[src/rtl/rst_seq_pkg.sv]
package rst_seq_pkg;

    typedef enum logic [1:0] {
        ST_DRIVE  = 2'd0,
        ST_SETTLE = 2'd1,
        ST_HOLD   = 2'd2,
        ST_RUN    = 2'd3
    } seq_state_t;

    localparam logic [1:0] VEC_COMMON  = 2'b00;
    localparam logic [1:0] VEC_WDOG    = 2'b01;
    localparam logic [1:0] VEC_CLKFAIL = 2'b10;

endpackage

[src/rtl/rst_pin_sync.sv]
module rst_pin_sync #(
    parameter int STAGES = 2
) (
    input  logic clk,
    input  logic arst_n,
    input  logic d,
    output logic q
);
    logic [STAGES-1:0] chain;

    for (genvar i = 0; i < STAGES; i++) begin : g_stage
        if (i == 0) begin : g_first
            always_ff @(posedge clk or negedge arst_n) begin
                if (!arst_n) chain[0] <= 1'b1;
                else         chain[0] <= d;
            end
        end else begin : g_next
            always_ff @(posedge clk or negedge arst_n) begin
                if (!arst_n) chain[i] <= 1'b1;
                else         chain[i] <= chain[i-1];
            end
        end
    end

    assign q = chain[STAGES-1];
endmodule

[src/rtl/rst_seq_fsm.sv]
module rst_seq_fsm
    import rst_seq_pkg::*;
#(
    parameter int DRIVE_CYC  = 128,
    parameter int SETTLE_CYC = 64
) (
    input  logic clk,
    input  logic arst_n,
    input  logic restart,
    input  logic pin_s,
    output logic drive_low,
    output logic sys_rst,
    output logic sample
);
    localparam int MAXC = (DRIVE_CYC > SETTLE_CYC) ? DRIVE_CYC : SETTLE_CYC;
    localparam int CW   = $clog2(MAXC) + 1;
    localparam logic [CW-1:0] DRIVE_LAST  = CW'(DRIVE_CYC - 1);
    localparam logic [CW-1:0] SETTLE_LAST = CW'(SETTLE_CYC - 1);

    seq_state_t    st, nxt;
    logic [CW-1:0] cnt, nxt_cnt;

    always_comb begin
        nxt     = st;
        nxt_cnt = cnt;
        sample  = 1'b0;
        unique case (st)
            ST_DRIVE: begin
                if (cnt == DRIVE_LAST) begin
                    nxt     = ST_SETTLE;
                    nxt_cnt = '0;
                end else begin
                    nxt_cnt = cnt + 1'b1;
                end
            end
            ST_SETTLE: begin
                if (cnt == SETTLE_LAST) begin
                    sample  = 1'b1;
                    nxt     = pin_s ? ST_RUN : ST_HOLD;
                    nxt_cnt = '0;
                end else begin
                    nxt_cnt = cnt + 1'b1;
                end
            end
            ST_HOLD: begin
                if (pin_s) nxt = ST_RUN;
            end
            ST_RUN: begin
                if (!pin_s) begin
                    nxt     = ST_DRIVE;
                    nxt_cnt = '0;
                end
            end
            default: nxt = ST_DRIVE;
        endcase
        if (restart) begin
            nxt     = ST_DRIVE;
            nxt_cnt = '0;
            sample  = 1'b0;
        end
    end

    always_ff @(posedge clk or negedge arst_n) begin
        if (!arst_n) begin
            st  <= ST_DRIVE;
            cnt <= '0;
        end else begin
            st  <= nxt;
            cnt <= nxt_cnt;
        end
    end

    always_comb begin
        unique case (st)
            ST_DRIVE:  begin drive_low = 1'b1; sys_rst = 1'b1; end
            ST_SETTLE: begin drive_low = 1'b0; sys_rst = 1'b1; end
            ST_HOLD:   begin drive_low = 1'b0; sys_rst = 1'b1; end
            ST_RUN:    begin drive_low = 1'b0; sys_rst = 1'b0; end
            default:   begin drive_low = 1'b1; sys_rst = 1'b1; end
        endcase
    end

    // the pin is only pulled down inside a sequence
    p_drive_in_rst_r2: assert property (@(posedge clk) disable iff (!arst_n)
        drive_low |-> sys_rst);

    // the drive counter never runs past its limit
    p_cnt_bound_r3: assert property (@(posedge clk) disable iff (!arst_n)
        (st == ST_DRIVE) |-> (cnt <= DRIVE_LAST));

    // internal reset only drops after the synchronized pin read high
    p_fall_pin_high_r5: assert property (@(posedge clk) disable iff (!arst_n)
        $fell(sys_rst) |-> $past(pin_s));

    // a low pin in RUN starts the pull-down on the next cycle
    p_pin_start_r4: assert property (@(posedge clk) disable iff (!arst_n)
        (!sys_rst && !pin_s) |=> drive_low);

    // a request restarts the sequence from zero
    p_restart_r11: assert property (@(posedge clk) disable iff (!arst_n)
        restart |=> (st == ST_DRIVE && cnt == '0));

endmodule

[src/rtl/rst_src_flags.sv]
module rst_src_flags
    import rst_seq_pkg::*;
(
    input  logic       clk,
    input  logic       arst_n,
    input  logic       set_cop,
    input  logic       set_cm,
    input  logic       sample,
    input  logic       pin_s,
    output logic [1:0] vec_sel
);
    logic cop_pend, cm_pend;
    logic [1:0] vec_pick;

    always_comb begin
        if (!pin_s)       vec_pick = VEC_COMMON;
        else if (cm_pend) vec_pick = VEC_CLKFAIL;
        else if (cop_pend) vec_pick = VEC_WDOG;
        else              vec_pick = VEC_COMMON;
    end

    always_ff @(posedge clk or negedge arst_n) begin
        if (!arst_n) begin
            cop_pend <= 1'b0;
            cm_pend  <= 1'b0;
            vec_sel  <= VEC_COMMON;
        end else begin
            if (set_cop)     cop_pend <= 1'b1;
            else if (sample) cop_pend <= 1'b0;
            if (set_cm)      cm_pend  <= 1'b1;
            else if (sample) cm_pend  <= 1'b0;
            if (sample)      vec_sel  <= vec_pick;
        end
    end

    // low sample gives the common vector
    p_low_common_r6: assert property (@(posedge clk) disable iff (!arst_n)
        (sample && !pin_s) |=> (vec_sel == VEC_COMMON));

    // clock monitor wins on a high sample
    p_cm_prio_r7: assert property (@(posedge clk) disable iff (!arst_n)
        (sample && pin_s && cm_pend) |=> (vec_sel == VEC_CLKFAIL));

    // watchdog alone on a high sample
    p_cop_only_r8: assert property (@(posedge clk) disable iff (!arst_n)
        (sample && pin_s && !cm_pend && cop_pend) |=> (vec_sel == VEC_WDOG));

    // no flag on a high sample
    p_none_r9: assert property (@(posedge clk) disable iff (!arst_n)
        (sample && pin_s && !cm_pend && !cop_pend) |=> (vec_sel == VEC_COMMON));

    // flags cleared once the vector is latched
    p_clear_r10: assert property (@(posedge clk) disable iff (!arst_n)
        (sample && !set_cop && !set_cm) |=> (!cop_pend && !cm_pend));

    // vector only moves at a sample
    p_stable_r12: assert property (@(posedge clk) disable iff (!arst_n)
        !sample |=> $stable(vec_sel));

endmodule

[src/rtl/rst_seq_top.sv]
module rst_seq_top #(
    parameter int DRIVE_CYC   = 128,
    parameter int SETTLE_CYC  = 64,
    parameter int SYNC_STAGES = 2
) (
    input  logic       clk,
    input  logic       arst_n,
    input  logic       lvr_req,
    input  logic       illaddr_req,
    input  logic       cop_req,
    input  logic       clkmon_req,
    input  logic       pin_in,
    output logic       pin_drive_low,
    output logic       sys_rst,
    output logic [1:0] vec_sel
);
    logic pin_s;
    logic restart;
    logic sample;

    assign restart = lvr_req | illaddr_req | cop_req | clkmon_req;

    rst_pin_sync #(.STAGES(SYNC_STAGES)) u_sync (
        .clk    (clk),
        .arst_n (arst_n),
        .d      (pin_in),
        .q      (pin_s)
    );

    rst_seq_fsm #(.DRIVE_CYC(DRIVE_CYC), .SETTLE_CYC(SETTLE_CYC)) u_fsm (
        .clk       (clk),
        .arst_n    (arst_n),
        .restart   (restart),
        .pin_s     (pin_s),
        .drive_low (pin_drive_low),
        .sys_rst   (sys_rst),
        .sample    (sample)
    );

    rst_src_flags u_flags (
        .clk     (clk),
        .arst_n  (arst_n),
        .set_cop (cop_req),
        .set_cm  (clkmon_req),
        .sample  (sample),
        .pin_s   (pin_s),
        .vec_sel (vec_sel)
    );

    // while in power-on reset the sequence outputs hold
    always_comb begin
        if (!arst_n) begin
            a_por_state_r1: assert (sys_rst && pin_drive_low);
        end
    end

endmodule

[config.mk]
export PLATFORM = sky130hd
export DESIGN_NAME = rst_seq_top
export DESIGN_NICKNAME = d
export VERILOG_FILES = /design/src/rtl/rst_seq_pkg.sv /design/src/rtl/rst_pin_sync.sv /design/src/rtl/rst_seq_fsm.sv /design/src/rtl/rst_src_flags.sv /design/src/rtl/rst_seq_top.sv
export SDC_FILE = /design/constraint.sdc
export NUM_CORES = 1
export LEC_CHECK = 0
export ABC_CLOCK_PERIOD_IN_PS = 4450
export BUFFER_PORTS_ARGS = -buffer_cell sky130_fd_sc_hd__buf_2
export CAP_MARGIN = 25
export CELL_PAD_IN_SITES_DETAIL_PLACEMENT = 0
export CELL_PAD_IN_SITES_GLOBAL_PLACEMENT = 1
export CORE_MARGIN = 2
export CORE_UTILIZATION = 47
export CTS_CLUSTER_SIZE = 8
export DETAILED_ROUTE_END_ITERATION = 8
export PLACE_DENSITY_LB_ADDON = 0.15
export SYNTH_ARGS = -nofsm -noshare
export SYNTH_HDL_FRONTEND = slang
export SYNTH_SLANG_ARGS = --single-unit
[constraint.sdc]
create_clock -name clk -period 4.45 [get_ports clk]
set_input_delay 0.445 -clock clk [delete_from_list [all_inputs] [get_ports clk]]
set_output_delay 0.445 -clock clk [all_outputs]
set_load 0.03 [all_outputs]
# After elaboration in Yosys (flattened, before gate mapping)
# Index checks and enable logic that the tools add are counted.
[word_totals] elab_cells=51 regBits=16 in_bits=7 out_inout_bits=4
[classes] mux=23 n_reduce_logical=8 n_bitwise=3 n_eq_ne=9 n_addsub=1
[ops] operator="2-to-1 mux 8 bit" n=4
[ops] operator="one-hot mux 8 bit (3 select lines)" n=1
[ops] operator="2-to-1 mux 2 bit" n=7
[ops] operator="adder 8 x 1 -> 8 bit (second input constant)" n=1
[ops] operator="== test 8 x 6 -> 1 bit (second input constant)" n=1
[ops] operator="== test 8 x 7 -> 1 bit (second input constant)" n=1
[ops] operator="2-to-1 mux 1 bit" n=8
[ops] operator="one-hot mux 2 bit (4 select lines)" n=1
[ops] operator="inequality test 3 x 2 -> 1 bit (second input constant)" n=2
[ops] operator="inequality test 3 bit (second input constant)" n=2
[ops] operator="OR reduction 3 bit" n=2
[ops] operator="== test 2 bit (second input constant)" n=2
[ops] operator="one-hot mux 1 bit (2 select lines)" n=2
[ops] operator="AND reduction 4 bit" n=1
[ops] operator="nonzero test 2 bit" n=2
[ops] operator="nonzero test 4 bit" n=1
[ops] operator="OR 1 bit" n=3
[ops] operator="== test 2 x 1 -> 1 bit (second input constant)" n=1
[ops] operator="logical NOT 2 bit" n=1
[ops] operator="AND reduction 2 bit" n=1

# Logic depth before layout (Yosys ltp)
[depth] word_depth=6 ltp_mapped=8 ltp_nobuf=6

# By module
# From an unflattened synthesis, not the netlist that was laid out.
[hier_totals] hier_cells=94 area_unflattened_um2=967.2
[by_module_without_submodules] module="rst_seq_fsm" seq_area_each_um2=250.2 instances=1 cells_per_inst=79 area_each_um2=758.2
[by_module_without_submodules] module="rst_src_flags" seq_area_each_um2=100.1 instances=1 cells_per_inst=12 area_each_um2=148.9
[by_module_without_submodules] module="rst_pin_sync" seq_area_each_um2=52.6 instances=1 cells_per_inst=2 area_each_um2=52.6
[by_module_without_submodules] module="rst_seq_top" seq_area_each_um2=0.0 instances=1 cells_per_inst=1 area_each_um2=7.5

# Least setup slack after synthesis
# OpenSTA, ideal clock, no wires.
[synth_timing] kind="register to register" start="register u_fsm.st[1]" end="register u_fsm.cnt[5]" path_stages_with_launch=9 synth_period_minus_slack_ps=1808 t_arrival_ps=1721 setup_slack_ps=2642 n_path_buf=2 cell_sequence="dfrtp_1 > inv_1 > ha_1 > buf_2 > or3_1 > a21oi_1 > buf_2 > o21ai_0 > a22oi_1"
[synth_via] elab_chain_cells=3
[synth_rtl] element="from (decl)" line_no="rst_seq_fsm.sv:20" text="seq_state_t st, nxt;"
[synth_rtl] element="from (signal assigned)" line_no="rst_seq_fsm.sv:68" text="st <= nxt;"
[synth_rtl] element="== test 2 bit (tied with other cells)" line_no="rst_seq_fsm.sv:27" text="unique case (st)"
[synth_rtl] element="one-hot mux 8 bit (3 select lines) (tied with other cells)" line_no="rst_seq_fsm.sv:27"
[synth_rtl] element="2-to-1 mux 8 bit or AND reduction 2 bit (tied branches)"
[synth_rtl] element="to (signal assigned)" line_no="rst_seq_fsm.sv:69" text="cnt <= nxt_cnt;"
[synth_rtl] element="to (decl)" line_no="rst_seq_fsm.sv:21" text="logic [CW-1:0] cnt, nxt_cnt;"
# Parallel ways exist; a longest one is shown, timed or not.
# A chain may end at the register's enable or synchronous reset.

# Final worst setup path
# Same ends and word-level chain as after synthesis.

==> results_dict.tcl <==
set metrics [dict create \
    syn_area_per_cell_sq_um 9.657 \
    final_cell_mix "dfrtp_1 (14), nand2_1 (12), buf_2 (10), mux2i_1 (7)" \
    ir_worst_vdd_mv 0.1709 \
    crit_type "reg -> reg" \
    arrival_ps 2590 \
    die_height_um 50.01 \
    tightest_slew_ps 793.5 \
    end_kind "flip-flop" \
    cts.hold.buffers_added 0 \
    cts_buffers 3 \
    ios 11 \
    vias 797 \
    leakage_nw 0.4499 \
    die-area_sq_um 2501 \
    maxCapViolCount 0 \
    syn_area_sq_um 994.7 \
    ant_nets 0 \
    fp.dieW_um 50.01 \
    p_per_area_nw_per_um2 236.2 \
    drc_errors 0 \
    yosysSeqAreaShare 0.4050 \
    drive_above_1_share 0.1892 \
    dp_hpwl_um 1405 \
    crit_fanout 11 \
    yosys.area.top_type "dfrtp_1" \
    drv_slew 0 \
    report.final.setup_viol 0 \
    grt_pass1_wl_um 3581 \
    area_delta_synth_final_pct 8.931 \
    clock_latency_ps 290 \
    layout_commonest_cell "dfrtp_1" \
    grt_max_degree 17 \
    finalSetupTns_ps 0 \
    place.gp.congestion 0.7979 \
    placeableCoreArea_sq_um 1982 \
    fmax_mhz 421.0 \
    wl_um 1929 \
    vias_per_cell 5.775 \
    fin_nets 125 \
    io_buffers 10 \
    netlist-cell-type-count 39 \
    synth_seq_cells 16 \
    place_ws_ps 2128 \
    cts_max_level 1 \
    finalHoldViolCount 0 \
    grt.total_usage 0.1888 \
    cts_tree "yes" \
    synth.area.top_cells "dfrtp_1 (35%), ha_1 (7.5%), mux2i_1 (7.0%)" \
    first_pass_iters 4 \
    max_slew_margin 0.4710 \
    fin_ws_ps 2075 \
    dpl-instance-area_sq_um 1047 \
    rsz0062_at_grt "no" \
    period_share 0.5338 \
    n_antenna_cell 0 \
    critPathLaunchType "flip-flop" \
    hp-class "in -> async" \
    initial_utilization 0.5019 \
    syn-num-nets 116 \
    post-cts-setup-buffers 0 \
    wl_per_cell_um 13.98 \
    cts_buffer_depth 2 \
    fin_worst_skew_ps 3.532 \
    cts-root-buf "clkbuf_4" \
    drt_iter0_markers 19 \
    cts.clk_slew.worst_paths_ps 100 \
    outcome "complete, no violations" \
    critical_path_required_ps 4670 \
    synth_top_cell_area_share 0.3522 \
    netlist_instances 103 \
    antenna_found_initial 0 \
    ys_warn_count 0 \
    grt_pass1_vias 773 \
    fin_area_sq_um 1084 \
    fp-row-count 16 \
    grt_overflow_total 0 \
    layout_min_cycle_time_ps 2375 \
    clock-sinks 16 \
    ctsResizeCount 0 \
]
where the power goes:
part / internal, mW / switching [mW] / total, mW / leakage (nW)
Sequential: 0.147 / 0.00117 / 0.148 / 0.201
Combinational: 0.00329 / 0.00644 / 0.00973 / 0.228
Clock: 0.0499 / 0.0479 / 0.0978 / 0.0210
Total: 0.200 / 0.0555 / 0.256 / 0.450
per-layer routing:
| layer | GRT usage | vias to the layer above | routed length (um) |
|---|---|---|---|
| met4 | 0.08333 | 0 | 42 |
| met1 | 0.2901 | 372 | 1038 |
| met5 | 0 | - | 0 |
| met2 | 0.2566 | 24 | 764 |
| li1 | - | 396 | - |
| met3 | 0.02727 | 5 | 84 |
final timing paths:
| path | from | to | slack (ps) | cells after the start |
|---|---|---|---|---|
| worst max-delay path | u_fsm.st[1] | u_fsm.cnt[5] | 2070 | 6 |
| worst min-delay path | arst_n | u_fsm.cnt[4] | 50 | 1 |
| worst max register to register | u_fsm.st[1] | u_fsm.cnt[5] | 2070 | 6 |
| worst min register to register | u_sync.chain[0] | u_sync.q | 360 | 0 |
| max in group asynchronous | arst_n | u_sync.chain[0] | 4090 | 1 |
| min in group clk | pin_in | u_sync.chain[0] | 240 | 1 |
synthesized netlist by cell type (all sizes together):
cell type,count
or4,2
a31oi,1
a32oi,1
o311a,1
or3,2
inv,6
ha,6
nor2,1
nor3,2
o2111ai,1
xnor2,1
nand3,5
mux2,2
nand4,4
o21a,1
o41ai,2
dfstp,2
buf,5
a211oi,1
mux2i,7
clkbuf,1
nor4,1
and3b,1
and3,2
a22oi,1
or4b,1
a21o,2
nand4b,1
o21ai,5
and2,1
dfrtp,14
nand2,12
a21oi,5
nor2b,1
and4b,1
or2,1
through the flow:
step | total power, mW | hold WS (ps) | std cells | util
finish | 0.2559 | 51.53 | 138 | 0.5467
global route | 0.2668 | 72.50 | 138 | 0.5467
CTS | 0.2573 | 61.30 | 138 | 0.5467
detailed placement | 0.1610 | 348.1 | 134 | 0.5284
global placement | 0.1609 | 350.3 | 134 | 0.5284
floorplan | 0.1540 | 149.4 | 103 | -
worst max-delay path, cell delays in order, from the launching register on:
cell and delay [ps]:
dfrtp_1 420, inv_1 100, ha_1 300, or3_1 440
a21oi_1 660, o21ai_0 200, a22oi_1 180
cell type report:
| type | count | area [sq um] |
|---|---|---|
| inverters | 6 | 22.52 |
| clock buffers | 4 | 36.28 |
| multi-input cells | 75 | 538.0 |
| flip-flops and latches | 16 | 402.9 |
| repair buffers | 10 | 50.05 |
| fillers | 167 | 898.4 |
| well taps | 27 | 33.78 |
kinds of logic (layout without fill, tap and decap cells):
logic type      after synthesis  count (layout)  share of synthesized area
fa+ha+maj                     6               6                    0.07547
xor+xnor                      1               1                   0.008807
buf+inv                      12              20                    0.05409
mux                           9               9                    0.09308
flops                        16              16                     0.4050
compound gates               21              21                     0.1396
simple gates                 38              38                     0.2239
flip-flops by register name, indices dropped and copies added, names as in the netlist:
signal	cells
u_flags.cm_pend	1
u_flags.cop_pend	1
u_flags.vec_sel	2
u_fsm.cnt	8
u_fsm.st	2
u_sync.chain	1
u_sync.q	1
Note: power is estimated with default switching activity, not from simulation.
